File: src/rtl/spi_pkt_pkg.sv
package spi_pkt_pkg;

  localparam int NCS   = 4;
  localparam int CNT_W = 16;
  localparam int REG_W = 32;

  typedef enum logic [1:0] {
    ADDR_CMD  = 2'd0,
    ADDR_BLK  = 2'd1,
    ADDR_STAT = 2'd2
  } reg_addr_e;

  localparam int B_GO     = 31;
  localparam int B_SEL    = 26;
  localparam int B_POL    = 22;
  localparam int B_SWCS   = 21;
  localparam int B_SWVAL  = 20;
  localparam int B_LSBF   = 16;
  localparam int B_RXEN   = 12;
  localparam int B_TXEN   = 11;
  localparam int B_READY  = 30;

  typedef struct packed {
    logic       go;
    logic [1:0] sel;
    logic [3:0] pol;
    logic       sw_cs;
    logic       sw_val;
    logic       lsb_first;
    logic       rx_en;
    logic       tx_en;
    logic [4:0] len;
  } cmd_t;

  localparam logic [REG_W-1:0] CMD_RESET = 32'h03C0_0007;

  function automatic logic [REG_W-1:0] cmd_pack(cmd_t c);
    logic [REG_W-1:0] w;
    w = '0;
    w[B_GO]            = c.go;
    w[B_SEL+:2]        = c.sel;
    w[B_POL+:4]        = c.pol;
    w[B_SWCS]          = c.sw_cs;
    w[B_SWVAL]         = c.sw_val;
    w[B_LSBF]          = c.lsb_first;
    w[B_RXEN]          = c.rx_en;
    w[B_TXEN]          = c.tx_en;
    w[4:0]             = c.len;
    return w;
  endfunction

  function automatic cmd_t cmd_unpack(logic [REG_W-1:0] w);
    cmd_t c;
    c.go        = w[B_GO];
    c.sel       = w[B_SEL+:2];
    c.pol       = w[B_POL+:4];
    c.sw_cs     = w[B_SWCS];
    c.sw_val    = w[B_SWVAL];
    c.lsb_first = w[B_LSBF];
    c.rx_en     = w[B_RXEN];
    c.tx_en     = w[B_TXEN];
    c.len       = w[4:0];
    return c;
  endfunction

endpackage

File: src/rtl/spi_pkt_fifo.sv
module spi_pkt_fifo #(
  parameter int W     = 8,
  parameter int DEPTH = 16
) (
  input  logic         clk,
  input  logic         rst_n,
  input  logic         in_valid,
  output logic         in_ready,
  input  logic [W-1:0] in_data,
  output logic         out_valid,
  input  logic         out_ready,
  output logic [W-1:0] out_data
);
  localparam int AW = (DEPTH > 1) ? $clog2(DEPTH) : 1;
  localparam int CW = $clog2(DEPTH + 1);

  logic [W-1:0]  mem [DEPTH];
  logic [AW-1:0] wr_ptr, rd_ptr;
  logic [CW-1:0] count;
  logic          push, pop;

  assign in_ready  = (count != CW'(DEPTH));
  assign out_valid = (count != '0);
  assign out_data  = mem[rd_ptr];
  assign push      = in_valid && in_ready;
  assign pop       = out_valid && out_ready;

  function automatic logic [AW-1:0] bump(logic [AW-1:0] p);
    return (p == AW'(DEPTH - 1)) ? '0 : p + AW'(1);
  endfunction

  always_ff @(posedge clk) begin
    if (push) mem[wr_ptr] <= in_data;
  end

  always_ff @(posedge clk or negedge rst_n) begin
    if (!rst_n) begin
      wr_ptr <= '0;
      rd_ptr <= '0;
      count  <= '0;
    end else begin
      if (push) wr_ptr <= bump(wr_ptr);
      if (pop)  rd_ptr <= bump(rd_ptr);
      case ({push, pop})
        2'b10:   count <= count + CW'(1);
        2'b01:   count <= count - CW'(1);
        default: count <= count;
      endcase
    end
  end

  // occupancy never passes the depth
  a_r11_count_bound: assert property (@(posedge clk) disable iff (!rst_n)
    count <= CW'(DEPTH));

  // a waiting output word is held until taken
  a_r11_out_hold: assert property (@(posedge clk) disable iff (!rst_n)
    (out_valid && !out_ready) |=> (out_valid && $stable(out_data)));

endmodule

File: src/rtl/spi_pkt_shifter.sv
module spi_pkt_shifter #(
  parameter int PKT_W = 8,
  parameter int HALF  = 2
) (
  input  logic                       clk,
  input  logic                       rst_n,
  input  logic                       start,
  input  logic                       more,
  input  logic [PKT_W-1:0]           load_data,
  input  logic [$clog2(PKT_W)-1:0]   last_idx,
  input  logic                       lsb_first,
  input  logic                       miso,
  output logic                       sclk,
  output logic                       mosi,
  output logic                       load,
  output logic                       pkt_done,
  output logic [PKT_W-1:0]           rx_word,
  output logic                       active
);
  localparam int IW = $clog2(PKT_W);
  localparam int PW = (HALF > 1) ? $clog2(HALF) : 1;

  logic             run;
  logic [PW-1:0]    ph;
  logic             sclk_q;
  logic [IW-1:0]    bitcnt;
  logic [PKT_W-1:0] tx_sr, rx_sr;
  logic             edge_now, rise, fall;
  logic [IW-1:0]    rx_idx;

  assign edge_now = run && (ph == PW'(HALF - 1));
  assign rise     = edge_now && !sclk_q;
  assign fall     = edge_now && sclk_q;
  assign pkt_done = fall && (bitcnt == last_idx);
  assign load     = start || (pkt_done && more);
  assign rx_idx   = lsb_first ? bitcnt : (last_idx - bitcnt);

  assign sclk    = sclk_q;
  assign mosi    = lsb_first ? tx_sr[0] : tx_sr[last_idx];
  assign rx_word = rx_sr;
  assign active  = run;

  always_ff @(posedge clk or negedge rst_n) begin
    if (!rst_n) begin
      run    <= 1'b0;
      ph     <= '0;
      sclk_q <= 1'b0;
      bitcnt <= '0;
      tx_sr  <= '1;
      rx_sr  <= '0;
    end else if (load) begin
      run    <= 1'b1;
      ph     <= '0;
      sclk_q <= 1'b0;
      bitcnt <= '0;
      tx_sr  <= load_data;
      rx_sr  <= '0;
    end else if (pkt_done) begin
      run    <= 1'b0;
      ph     <= '0;
      sclk_q <= 1'b0;
    end else if (run) begin
      if (edge_now) begin
        ph     <= '0;
        sclk_q <= ~sclk_q;
        if (rise) rx_sr[rx_idx] <= miso;
        if (fall) begin
          bitcnt <= bitcnt + IW'(1);
          tx_sr  <= lsb_first ? (tx_sr >> 1) : (tx_sr << 1);
        end
      end else begin
        ph <= ph + PW'(1);
      end
    end
  end

  // bit counter stays inside the programmed packet
  a_r2_bit_in_packet: assert property (@(posedge clk) disable iff (!rst_n)
    run |-> (bitcnt <= last_idx));

  // sclk returns low whenever shifting stops
  a_r2_stop_low: assert property (@(posedge clk) disable iff (!rst_n)
    $fell(run) |-> !sclk_q);

endmodule

File: src/rtl/spi_pkt_engine.sv
module spi_pkt_engine
  import spi_pkt_pkg::*;
#(
  parameter int PKT_W      = 8,
  parameter int HALF_DIV   = 2,
  parameter int FIFO_DEPTH = 16
) (
  input  logic             clk,
  input  logic             rst_n,
  input  logic             reg_we,
  input  logic [1:0]       reg_addr,
  input  logic [31:0]      reg_wdata,
  output logic [31:0]      reg_rdata,
  input  logic [PKT_W-1:0] tx_data,
  input  logic             tx_valid,
  output logic             tx_ready,
  output logic [PKT_W-1:0] rx_data,
  output logic             rx_valid,
  input  logic             rx_ready,
  output logic             sclk,
  output logic             mosi,
  input  logic             miso,
  output logic [3:0]       cs_line
);
  localparam int IW = $clog2(PKT_W);
  localparam logic [4:0] LEN_MAX = 5'(PKT_W - 1);

  cmd_t             cmd_q;
  logic [CNT_W-1:0] blk_q, cnt_q;
  logic             busy_q, ready_q, start_q;

  logic             wr_cmd, wr_blk, wr_stat, go_ok;
  logic             more, load, pkt_done, sh_active;
  logic [IW-1:0]    last_idx;
  logic [PKT_W-1:0] txf_data, rx_word, load_data;
  logic             txf_valid, txf_pop, rx_push;
  logic             unused_rx_room;
  logic [13:0]      unused_wbits;

  assign wr_cmd  = reg_we && (reg_addr == ADDR_CMD);
  assign wr_blk  = reg_we && (reg_addr == ADDR_BLK);
  assign wr_stat = reg_we && (reg_addr == ADDR_STAT);
  assign go_ok   = wr_cmd && reg_wdata[B_GO] && !busy_q && !ready_q;
  assign more    = (cnt_q != blk_q);
  assign unused_wbits = {reg_wdata[29:28], reg_wdata[19:17], reg_wdata[15:13],
                         reg_wdata[10:5], reg_wdata[31]};

  assign last_idx  = (cmd_q.len >= LEN_MAX) ? IW'(PKT_W - 1) : cmd_q.len[IW-1:0];
  assign txf_pop   = load && cmd_q.tx_en;
  assign load_data = (cmd_q.tx_en && txf_valid) ? txf_data : '1;
  assign rx_push   = pkt_done && cmd_q.rx_en;

  always_ff @(posedge clk or negedge rst_n) begin
    if (!rst_n) begin
      cmd_q   <= cmd_unpack(CMD_RESET);
      blk_q   <= '0;
      cnt_q   <= '0;
      busy_q  <= 1'b0;
      ready_q <= 1'b0;
      start_q <= 1'b0;
    end else begin
      start_q <= go_ok;
      if (wr_cmd && !busy_q) begin
        cmd_q    <= cmd_unpack(reg_wdata);
        cmd_q.go <= go_ok;
      end
      if (wr_blk && !busy_q) blk_q <= reg_wdata[CNT_W-1:0];
      if (go_ok) begin
        busy_q <= 1'b1;
        cnt_q  <= '0;
      end else if (pkt_done) begin
        cnt_q <= cnt_q + CNT_W'(1);
        if (!more) begin
          busy_q   <= 1'b0;
          cmd_q.go <= 1'b0;
        end
      end
      if (pkt_done && !more)                  ready_q <= 1'b1;
      else if (wr_stat && reg_wdata[B_READY]) ready_q <= 1'b0;
    end
  end

  always_comb begin
    unique case (reg_addr)
      ADDR_CMD:  reg_rdata = cmd_pack(cmd_q);
      ADDR_BLK:  reg_rdata = {16'd0, blk_q};
      ADDR_STAT: reg_rdata = {1'b0, ready_q, 14'd0, cnt_q};
      default:   reg_rdata = '0;
    endcase
  end

  genvar g;
  generate
    for (g = 0; g < NCS; g++) begin : g_cs
      assign cs_line[g] = (cmd_q.sel != 2'(g)) ? cmd_q.pol[g]
                        : cmd_q.sw_cs          ? cmd_q.sw_val
                        : busy_q               ? ~cmd_q.pol[g]
                        :                        cmd_q.pol[g];
    end
  endgenerate

  spi_pkt_fifo #(.W(PKT_W), .DEPTH(FIFO_DEPTH)) u_txf (
    .clk(clk), .rst_n(rst_n),
    .in_valid(tx_valid), .in_ready(tx_ready), .in_data(tx_data),
    .out_valid(txf_valid), .out_ready(txf_pop), .out_data(txf_data)
  );

  spi_pkt_fifo #(.W(PKT_W), .DEPTH(FIFO_DEPTH)) u_rxf (
    .clk(clk), .rst_n(rst_n),
    .in_valid(rx_push), .in_ready(unused_rx_room), .in_data(rx_word),
    .out_valid(rx_valid), .out_ready(rx_ready), .out_data(rx_data)
  );

  spi_pkt_shifter #(.PKT_W(PKT_W), .HALF(HALF_DIV)) u_shift (
    .clk(clk), .rst_n(rst_n),
    .start(start_q), .more(more), .load_data(load_data),
    .last_idx(last_idx), .lsb_first(cmd_q.lsb_first), .miso(miso),
    .sclk(sclk), .mosi(mosi), .load(load), .pkt_done(pkt_done),
    .rx_word(rx_word), .active(sh_active)
  );

  // no launch while the ready flag is still set
  a_r4_no_launch_when_ready: assert property (@(posedge clk) disable iff (!rst_n)
    (ready_q && !busy_q) |=> !busy_q);

  // the ready flag rises only as the transfer ends
  a_r3_ready_at_end: assert property (@(posedge clk) disable iff (!rst_n)
    $rose(ready_q) |-> $fell(busy_q));

  // the packet count never passes the block size while busy
  a_r3_count_bound: assert property (@(posedge clk) disable iff (!rst_n)
    busy_q |-> (cnt_q <= blk_q));

  // sclk idle low outside a transfer
  a_r2_sclk_idle: assert property (@(posedge clk) disable iff (!rst_n)
    !busy_q |-> !sclk);

  // all ones on the line when transmit is off
  a_r5_ones_when_tx_off: assert property (@(posedge clk) disable iff (!rst_n)
    (busy_q && sh_active && !cmd_q.tx_en) |-> mosi);

  // configuration frozen during a transfer
  a_r12_cfg_frozen: assert property (@(posedge clk) disable iff (!rst_n)
    (busy_q && $past(busy_q)) |-> ($stable(blk_q) && $stable(cmd_q.len)));

endmodule

File: config.mk
export PLATFORM = sky130hd
export DESIGN_NAME = spi_pkt_engine
export DESIGN_NICKNAME = d
export VERILOG_FILES = /design/src/rtl/spi_pkt_pkg.sv /design/src/rtl/spi_pkt_fifo.sv /design/src/rtl/spi_pkt_shifter.sv /design/src/rtl/spi_pkt_engine.sv
export SDC_FILE = /design/constraint.sdc
export NUM_CORES = 1
export LEC_CHECK = 0
export ABC_AREA = 1
export BUFFER_PORTS_ARGS = -buffer_cell sky130_fd_sc_hd__buf_2
export CORE_ASPECT_RATIO = 1.75
export CORE_UTILIZATION = 35
export CTS_CLUSTER_DIAMETER = 60
export DETAILED_ROUTE_END_ITERATION = 10
export PLACE_DENSITY = 0.57
export SLEW_MARGIN = 25
export SYNTH_ARGS = -nofsm -noshare
export SYNTH_HDL_FRONTEND = slang
export SYNTH_SLANG_ARGS = --single-unit
File: constraint.sdc
create_clock -name clk -period 3.3 [get_ports clk]
set_clock_uncertainty 0.2 [all_clocks]
set_input_delay 0.495 -clock clk [delete_from_list [all_inputs] [get_ports clk]]
set_output_delay 0.495 -clock clk [all_outputs]
set_load 0.01 [all_outputs]
==> results.sh, run 1 <==
export IMPL_synthSimpleGateAreaFrac_pct=19.22
export IMPL_start_util_pct=35.62
export IMPL_busiest_layer="met2"
export IMPL_min_path_type="primary input to register"
export IMPL_fin_tns_setup_ps=0
export IMPL_ys_ff_latch=356
export IMPL_synth_yosys_warnings=0
export IMPL_die_width_um=164.4
export IMPL_synth_xor_area_share_pct=0.7046
export IMPL_dr_total_vias=11590
export IMPL_yosysTopAreaCellShare_pct=47.57
export IMPL_first_pass_iters=5
export IMPL_yosys_top_cells_count="nand2_1 (354), nor2_1 (258), edfxtp_1 (256), o21ai_0 (150), inv_1 (120)"
export IMPL_synth_largest_area_cell="edfxtp_1"
export IMPL_core_um2=45360
export IMPL_hold_slack_ps=23.47
export IMPL_worst_pin_slew_ps=824.3
export IMPL_ys_flop_type="edfxtp_1"
export IMPL_grt_use_met3_pct=2.197
export IMPL_cp_data_required_time_ps=3500
export IMPL_crit_arrival_ps=3340
export IMPL_synth_seq_area_share_pct=63.17
export IMPL_status="finished, final reports clean"
export IMPL_antenna_found_initial=1
export IMPL_fin_crit_sh_pct=95.13
export IMPL_clk_path_buf_depth=3
export IMPL_cts_tree="done"
export IMPL_async_reset_ff_share_pct=28.09
export IMPL_hold_violations=0
export IMPL_grt_pass1_vias=11490
export IMPL_powerDensity_nw_per_um2=608.7
export IMPL_dpl_hpwl_mm=29.22
export IMPL_criticalPathCategory="register to register"
export IMPL_postRouteAntennaNets=0
export IMPL_slew_viol_final=0
export IMPL_yosysMostFrequentCell="nand2_1"
export IMPL_drt_iter0_drc=629
export IMPL_cts_inserted_buffers=34
export IMPL_synth_compound_area_share_pct=9.361
export IMPL_synth_top_family_by_area="simple AND/OR/NAND/NOR gates"
export IMPL_grt_max_degree=56
export IMPL_cts_sinks=356
export IMPL_drt_wirelength_per_cell_um=17.39
export IMPL_die_area_um2=47070
export IMPL_gr_usage_met2_pct=34.95
export IMPL_leakage_nw=7.454
export IMPL_routed_wl_mm=40.88
export IMPL_ctsHtreeMaxLevel=2
export IMPL_row_count=103
export IMPL_drive_gt1_share_pct=14.88
export IMPL_synthMuxAreaShare_pct=0.3097
export IMPL_peakVddDrop_v=0.0004343
export IMPL_maxSlewHeadroom_pct=44.85
export IMPL_io_pins=96
export IMPL_grt_pass1_wl_mm=63.53
export IMPL_rsz0062_at_grt="yes"
export IMPL_met1_usage_pct=18.03
export IMPL_ys_types=46
export IMPL_endpoint_kind="register"
export IMPL_crit_path_start_kind="register"
export IMPL_postSynthCellCount=1619
export IMPL_finalSetupViolations=0
export IMPL_fmax_ghz=0.3185
export IMPL_synth_area_um2=16160
export IMPL_clk_latency_ps=520
export IMPL_vias_per_cell=4.931
export IMPL_gr_total_overflow=0
export IMPL_drc=0
export IMPL_final_nets=1822
export IMPL_synth_area_per_cell_um2=9.981
export IMPL_die_h_um=286.2
export IMPL_portBuffers=85
export IMPL_n_antenna_cell=0
export IMPL_synth_area_leaders="edfxtp_1 (48%), dfrtp_1 (13%), nand2_1 (8.2%)"
export IMPL_synth_edf_count=256
export IMPL_synthAdderAreaFrac_pct=2.075
export IMPL_crit_fanout=12
export IMPL_max_cap_violations=0
export IMPL_fin_crit_ps=3139
export IMPL_grt_usage_pct=17.61
export IMPL_clk_pin_slew_ps=60
export IMPL_clock_root_buffer="clkbuf_16"
export IMPL_place_congestion=0.8533
export IMPL_synthToLayoutAreaGrowth_pct=15.83
## logic make-up (layout without fill, tap and decap cells)
kind of cell / count (synthesis) / in the layout
AND/OR/NAND/NOR: 748 / 748
adder cells (fa/ha/maj): 25 / 25
flip-flops: 356 / 356
XOR/XNOR: 13 / 13
AO/OA/AOI/OAI: 273 / 273
other: 1 / 5
multiplexers: 5 / 5
buffers and inverters: 198 / 349
## area by class of cell
class                   count  area (µm²)
clock buffers              45       943.4
clock inverters            16       165.2
fillers                  4389       26650
inverters                 131       494.2
multi-input cells        1069        5175
flip-flops and latches    356       10210
well taps                 577       721.9
repair buffers            157        1006
## state kept, by name, summed over array words and instances, names as in the netlist, 3 cells and up
register	cells
u_txf.wr_ptr	4
u_shift.bitcnt	3
u_shift.rx_word	8
u_txf.mem	128
u_rxf.count	5
u_txf.rd_ptr	4
u_rxf.wr_ptr	4
cmd_q	17
u_rxf.rd_ptr	4
blk_q	16
u_txf.count	5
u_rxf.mem	128
u_shift.tx_sr	8
cnt_q	16
## critical path, stage by stage (launching register included)
cell and delay [ps]:
dfrtp_1 410, nor2_4 120, o21ai_0 80, nor2_1 120
inv_1 80, ha_1 280, nand2_1 60, nor2_2 120
nand2_4 60, buf_4 200, nor2_4 120, inv_1 50
ha_2 230, fa_2 370, nand3_1 90, nand2_1 70
a21oi_1 110, o21ai_0 110, xor2_1 150
## final timing paths
| path | startpoint | to | slack [ps] | cells after the start |
|---|---|---|---|---|
| setup reg to reg | cmd_q[4]$_DFFE_PN0P_ | u_rxf.count[4]$_DFFE_PN0P_ | 160 | 18 |
| min in group asynchronous | rst_n | blk_q[7]$_DFFE_PN0P_ | 340 | 2 |
| hold reg to reg | u_shift.tx_sr[0]$_DFFE_PN1P_ | u_shift.tx_sr[0]$_DFFE_PN1P_ | 270 | 2 |
| hold / removal | reg_wdata[9] | blk_q[9]$_DFFE_PN0P_ | 20 | 3 |
| max in group asynchronous | rst_n | cmd_q[10]$_DFFE_PN1P_ | 1760 | 3 |
| setup / recovery | cmd_q[4]$_DFFE_PN0P_ | u_rxf.count[4]$_DFFE_PN0P_ | 160 | 18 |
## per-layer routing
| metal | routed length, µm | up-vias |
|---|---|---|
| met5 | 17 | - |
| met4 | 1589 | 2 |
| met2 | 23130 | 206 |
| met1 | 14900 | 5565 |
| li1 | - | 5741 |
| met3 | 1246 | 78 |
## what timing repair did
action / in CTS / in global routing
endpoints found under the setup margin: 3 / 5
endpoints found under the hold margin: 35 / 0
hold buffers: 2 / 0
gates resized for setup: 1 / 7
setup buffers: 0 / 2
pin swaps: 0 / 1
## cell usage in the layout (no fill, tap or decap), types with 35 or more instances in the layout
master,synthesis,routed
buf_2,22,84
dfrtp_1,85,83
clkbuf_16,0,35
inv_1,120,119
edfxtp_1,256,256
nand2_1,354,354
a21oi_1,53,53
buf_4,9,67
nor2_1,258,257
o21ai_0,150,150
nand3_1,82,82
## report_power, final
| group | leakage [nW] | switching (mW) | internal (mW) |
|---|---|---|---|
| Combinational | 3.67 | 1.42 | 0.760 |
| Clock | 0.545 | 1.67 | 2.26 |
| Sequential | 3.24 | 0.231 | 5.05 |
| Total | 7.45 | 3.32 | 8.07 |
## through the flow
step           cells  total power [mW]  util (%)  area (µm²)  worst slack [ps]
4_1_cts         2349             11.53     41.14       18660             43.36
5_1_grt         2351             11.95     41.26       18720            -66.75
2_1_floorplan   1623             6.622         -       16180             8.525
6_report        2351             11.39     41.26       18720             160.7
3_5_place_dp    2286             7.555     38.65       17530             80.33
3_3_place_gp    2286             7.488     38.65       17530             99.19
No activity file was read; power rests on OpenSTA's default activity.
==> run 2, diff against run 1 <==
--- a/config.mk
+++ b/config.mk
@@ -8,10 +8,10 @@
 export ABC_AREA = 1
 export BUFFER_PORTS_ARGS = -buffer_cell sky130_fd_sc_hd__buf_2
 export CORE_ASPECT_RATIO = 1.75
-export CORE_UTILIZATION = 35
+export CORE_UTILIZATION = 55
 export CTS_CLUSTER_DIAMETER = 60
 export DETAILED_ROUTE_END_ITERATION = 10
-export PLACE_DENSITY = 0.57
+export PLACE_DENSITY = 0.8
 export SLEW_MARGIN = 25
 export SYNTH_ARGS = -nofsm -noshare
 export SYNTH_HDL_FRONTEND = slang
==> run 2 against run 1 <==
- worst setup slack worse by 140 ps
- maximum frequency decreased by 4.3%
- final area decreased by 0.82%
- sequential cell count did not move
- die area shrank 36%
- total power rose by 0.98%
- largest power group unchanged
- sequential power barely moved
- utilization grew 23 points
- critical path type is now register to output port
- cell count is 8.8% lower
- sequential share of layout area grew 0.46 points
- clock power up 2%
- critical path depth is 11 lower
- largest cell class unchanged
==> results.sh, run 2 (synthesis results as in run 1) <==
export IMPL_status="finished, final reports clean"
export IMPL_cp_data_required_time_ps=2600
export IMPL_clock_root_buffer="clkbuf_16"
export IMPL_r2r_cells=22
export IMPL_grt_usage_pct=25.23
export IMPL_peakVddDrop_v=0.0007623
export IMPL_antenna_found_initial=0
export IMPL_die_h_um=228.8
export IMPL_fin_crit_ps=3279
export IMPL_max_cap_violations=0
export IMPL_r2r_slack_ps=130
export IMPL_holdPathStages=3
export IMPL_holdPathEnd="blk_q[6]$_DFFE_PN0P_"
export IMPL_drive_gt1_share_pct=15.05
export IMPL_path_cells="inv_1, buf_12, o21ai_0, o221ai_1, nand4_1, nand2_1, buf_2"
export IMPL_clk_pin_slew_ps=60
export IMPL_drt_iter0_drc=924
export IMPL_endpoint_kind="output port"
export IMPL_dr_total_vias=12020
export IMPL_layout_commonest_cell="nand2_1"
export IMPL_first_pass_iters=5
export IMPL_grt_max_degree=68
export IMPL_fmax_ghz=0.3050
export IMPL_cp_slowest_cell="dfrtp_2"
export IMPL_clk_path_buf_depth=3
export IMPL_gr_total_overflow=0
export IMPL_maxSlewHeadroom_pct=45.16
export IMPL_cts_tree="done"
export IMPL_slew_viol_final=0
export IMPL_cts_inserted_buffers=34
export IMPL_final_core_util_pct=64.62
export IMPL_cts_sinks=356
export IMPL_synthToLayoutAreaGrowth_pct=14.87
export IMPL_crit_reg2reg_capture="u_txf.count[4]$_DFFE_PN0P_"
export IMPL_hold_slack_ps=27.04
export IMPL_place_congestion=0.9872
export IMPL_worst_hold_startpoint="reg_wdata[6]"
export IMPL_ctsHtreeMaxLevel=2
export IMPL_finalSetupViolations=0
export IMPL_worstReg2RegStart="cmd_q[3]$_DFFE_PN0P_"
export IMPL_routed_wl_mm=37.97
export IMPL_start_util_pct=56.25
export IMPL_vias_per_cell=5.605
export IMPL_switching_share_pct=29.38
export IMPL_fin_cells=2145
export IMPL_n_antenna_cell=0
export IMPL_drc=0
export IMPL_row_count=82
export IMPL_die_area_um2=30100
export IMPL_crit_family="compound AO/OA/AOI/OAI gates"
export IMPL_io_pins=96
export IMPL_seq_power_share_pct=46.1
export IMPL_hold_violations=0
export IMPL_placedCellCount=2069
export IMPL_clk_latency_ps=530
export IMPL_postRouteAntennaNets=0
export IMPL_crit_fanout=67
export IMPL_multiInputGateArea_um2=5234
export IMPL_slowest_delay_ps=530
export IMPL_portBuffers=85
export IMPL_crit_arrival_ps=2580
export IMPL_total_power_mw=11.50
export IMPL_min_path_type="primary input to register"
export IMPL_grt_pass1_vias=11860
export IMPL_regArea_um2=10210
export IMPL_power_switching_mw=3.380
export IMPL_worst_pin_slew_ps=819.6
export IMPL_final_nets=1816
export IMPL_core_um2=28730
export IMPL_fin_crit_sh_pct=99.36
export IMPL_largest_registers="u_rxf.mem: 128 flops, u_txf.mem: 128 flops, cmd_q: 17 flops"
export IMPL_mostFrequentLayoutCells="nand2_1 (352), edfxtp_1 (256), nor2_1 (255)"
export IMPL_drt_wirelength_per_cell_um=17.70
export IMPL_rsz0062_at_grt="yes"
export IMPL_criticalPathCategory="register to output port"
export IMPL_leakage_nw=7.451
export IMPL_dpl_hpwl_mm=25.20
export IMPL_intPower_mw=8.125
export IMPL_critical_path_buf_inv_count=3
export IMPL_pwr_share_clk_pct=34.7
export IMPL_grt_pass1_wl_mm=59.41
export IMPL_fillers=2164
export IMPL_crit_path_start_kind="register"
export IMPL_powerDensity_nw_per_um2=619.8
export IMPL_p_comb_share_pct=19.2
export IMPL_die_width_um=131.6
[run 2: changes by cell type in the layout (fill, tap and decap cells not counted), sizes merged]
cell | before | now
bufinv | 3 | 4
clkbuf | 45 | 39
clkinvlp | 1 | 4
inv | 128 | 130
buf | 155 | 143
dlygate4sd3 | 2 | 7
[run 2: per-stage QoR]
step	worst slack, ps	area [µm²]	setup TNS [ps]
final	21.05	18560	0
after global routing	-40.27	18560	-69.12
after CTS	2.252	18390	0
after detailed placement	52.81	17160	0
after global placement	115.5	17160	0
after floorplan	8.525	16180	0
[run 2: power by group through the flow]
stage | sequential (mW) | combinational, mW | clock (mW)
2_1_floorplan | 5.25 | 1.37 | 0
3_3_place_gp | 5.37 | 1.96 | 0
3_5_place_dp | 5.38 | 2.02 | 0
4_1_cts | 5.29 | 2.06 | 4.05
5_1_grt | 5.34 | 2.44 | 4.21
6_report | 5.31 | 2.21 | 3.99
[run 2: worst max path at each step]
stage | from | to | slack, ps | depth (start not counted)
final | u_rxf.rd_ptr[0]$_DFFE_PN0P_ | rx_data[2] | 20 | 7
after global routing | u_rxf.rd_ptr[0]$_DFFE_PN0P_ | rx_data[2] | -40 | 7
after CTS | cmd_q[4]$_DFFE_PN0P_ | u_txf.count[4]$_DFFE_PN0P_ | 2 | 22
after detailed placement | cmd_q[4]$_DFFE_PN0P_ | u_txf.count[4]$_DFFE_PN0P_ | 50 | 22
after global placement | cmd_q[4]$_DFFE_PN0P_ | u_txf.count[4]$_DFFE_PN0P_ | 120 | 22
after floorplan | cmd_q[4]$_DFFE_PN0P_ | u_rxf.count[4]$_DFFE_PN0P_ | 9 | 19
[run 2: worst min-delay path, stage by stage]
cell     delay, ps
buf_2           70
nor2_1          30
a21oi_1        100
[run 2: per-layer routing]
metal  vias to the layer above  GRT usage [%]  part of all wire [%]
met3                       119          3.238                   4.3
met5                         -              0                     0
met1                      5774          25.78                    35
li1                       5732              -                     -
met4                         0          14.10                   5.1
met2                       397          48.64                    56
[run 2: final cells by class]
cell class | count | area share (%)
Sequential cell | 356 | 55.01
Clock buffer | 39 | 4.853
Timing Repair inverter | 1 | 0.02696
Inverter | 131 | 2.710
Timing Repair Buffer | 150 | 5.318
Tap cell | 378 | 2.548
Multi-Input combinational cell | 1069 | 28.19
Clock inverter | 21 | 1.335
[run 2: timing repair]
item | in CTS | in global routing
setup buffers | 0 | 8
resized for setup | 3 | 21
hold buffers | 7 | 0
gates cloned | 0 | 1
setup endpoints to repair | 1 | 7
endpoints found under the hold margin | 52 | 0
pin swaps | 0 | 14
==> run 3, diff against run 2 <==
==> constraint.sdc (replaced) <==
create_clock -name clk -period 3.3 [get_ports clk]
set_clock_uncertainty 0.2 [all_clocks]
set_input_delay 0.825 -clock clk [delete_from_list [all_inputs] [get_ports clk]]
set_output_delay 0.825 -clock clk [all_outputs]
set_load 0.01 [all_outputs]
==> run 3 against run 2 <==
- sequential share of layout area increased by 0.25 points
- clock-buffer cell count decreased by 3
- non-clock buffer count increased by 7
- via count decreased by 0.68%
- cell count about the same
- final area decreased by 0.44%
- total power decreased by 1.9%
- combinational power increased by 7%
- wire length decreased by 1.3%
- critical path type unchanged
==> results.sh, run 3 (synthesis results as in run 1) <==
export IMPL_status="finished, final reports clean"
export IMPL_multiInputGateArea_um2=5207
export IMPL_io_pins=96
export IMPL_drt_iter0_drc=925
export IMPL_place_congestion=0.9806
export IMPL_vias_per_cell=5.561
export IMPL_crit_arrival_ps=2250
export IMPL_antenna_found_initial=0
export IMPL_fin_crit_sh_pct=99.36
export IMPL_gr_usage_met2_pct=48.23
export IMPL_grt_pass1_vias=11710
export IMPL_final_core_util_pct=64.33
export IMPL_endpoint_kind="output port"
export IMPL_gr_total_overflow=0
export IMPL_row_count=82
export IMPL_ctsHtreeMaxLevel=1
export IMPL_first_pass_iters=7
export IMPL_cp_data_required_time_ps=2270
export IMPL_start_util_pct=56.25
export IMPL_critical_path_buf_inv_count=2
export IMPL_final_nets=1818
export IMPL_cts_tree="done"
export IMPL_layout_commonest_cell="nand2_1"
export IMPL_regArea_um2=10210
export IMPL_grt_pass1_wl_mm=59.07
export IMPL_clk_latency_ps=570
export IMPL_grt_max_degree=75
export IMPL_criticalPathCategory="register to output port"
export IMPL_crit_path_start_kind="register"
export IMPL_grt_usage_pct=25.06
export IMPL_path_cells="clkinv_2, a311oi_1, o21ai_0, nand2_1, buf_2"
export IMPL_portBuffers=85
export IMPL_finalInstanceArea_um2=18480
export IMPL_clk_path_buf_depth=3
export IMPL_dpl_cell_area_um2=17260
export IMPL_n_antenna_cell=0
export IMPL_dpl_hpwl_mm=25.23
export IMPL_met1_usage_pct=26.02
export IMPL_dr_total_vias=11940
export IMPL_synthToLayoutAreaGrowth_pct=14.36
export IMPL_cts_sinks=356
export IMPL_drt_wirelength_per_cell_um=17.45
export IMPL_peakVddDrop_v=0.0005609
export IMPL_busiest_layer="met2"
export IMPL_hold_violations=0
export IMPL_crit_family="flip-flops"
export IMPL_clk_pin_slew_ps=70
export IMPL_fillers=2188
export IMPL_fin_cells=2147
export IMPL_fmax_ghz=0.3050
export IMPL_drive_gt1_share_pct=15.66
export IMPL_cp_slowest_cell="dfrtp_1"
export IMPL_routed_wl_mm=37.47
export IMPL_postRouteAntennaNets=0
export IMPL_slew_viol_final=0
export IMPL_largest_registers="u_rxf.mem: 128 flops, u_txf.mem: 128 flops, cmd_q: 17 flops"
export IMPL_die_h_um=228.8
export IMPL_core_um2=28730
export IMPL_clock_root_buffer="clkbuf_16"
export IMPL_holdBufCountCts=0
export IMPL_fin_crit_ps=3279
export IMPL_leakage_nw=7.457
export IMPL_placedCellCount=2084
export IMPL_drc=0
export IMPL_die_area_um2=30100
export IMPL_finalSetupViolations=0
export IMPL_grt_use_met3_pct=2.728
export IMPL_mostFrequentLayoutCells="nand2_1 (352), edfxtp_1 (256), nor2_1 (255)"
export IMPL_total_power_mw=11.28
export IMPL_min_path_type="primary input to async pin"
export IMPL_max_cap_violations=0
export IMPL_maxSlewHeadroom_pct=43.98
export IMPL_slowest_delay_ps=650
export IMPL_powerDensity_nw_per_um2=610.5
export IMPL_worst_pin_slew_ps=837.3
export IMPL_die_width_um=131.6
export IMPL_crit_fanout=10
export IMPL_cts_inserted_buffers=30
run 3: cell type report:
class / instances / share of cell area, %
clock buffer: 36 / 4.299
clock inverter: 20 / 1.205
inverter: 131 / 2.681
multi-input combinational: 1069 / 28.18
sequential: 356 / 55.27
tap: 378 / 2.559
timing repair buffer: 157 / 5.809
run 3: timing repair:
item | 4_1_cts | 5_1_grt
gates resized for setup | 8 | 27
pin swaps | 0 | 9
cloned | 2 | 0
endpoints found under the setup margin | 9 | 11
setup buffers | 0 | 5
run 3: metrics by stage:
step           worst slack (ps)  setup TNS (ps)  hold WS [ps]
2_1_floorplan             8.525               0         246.3
3_3_place_gp              94.69               0         258.4
3_5_place_dp              12.33               0         258.6
4_1_cts                   6.458               0         165.5
5_1_grt                  -28.05          -52.07         180.8
6_report                  21.21               0         138.3
run 3: power by group:
| group | internal, mW | switching (mW) |
|---|---|---|
| combinational | 0.856 | 1.51 |
| sequential | 5.05 | 0.202 |
| clock | 2.05 | 1.62 |
run 3: final timing paths:
path	slack [ps]	to	from	cells past startpoint
worst max-delay path	20	rx_data[2]	u_rxf.rd_ptr[3]$_DFFE_PN0P_	5
max in group asynchronous	2060	u_rxf.wr_ptr[1]$_DFFE_PN0P_	rst_n	2
worst min register to register	270	u_shift.tx_sr[0]$_DFFE_PN1P_	u_shift.tx_sr[0]$_DFFE_PN1P_	2
worst min-delay path	140	blk_q[8]$_DFFE_PN0P_	rst_n	1
min in group clk	270	u_shift.tx_sr[0]$_DFFE_PN1P_	u_shift.tx_sr[0]$_DFFE_PN1P_	2
worst max register to register	150	u_txf.count[4]$_DFFE_PN0P_	cmd_q[3]$_DFFE_PN0P_	22
run 3: per-layer routing:
layer / vias up / part of all wire [%]
li1: 5719 / -
met1: 5711 / 35
met2: 395 / 56
met3: 115 / 4.1
met4: 0 / 5.0
met5: - / 0
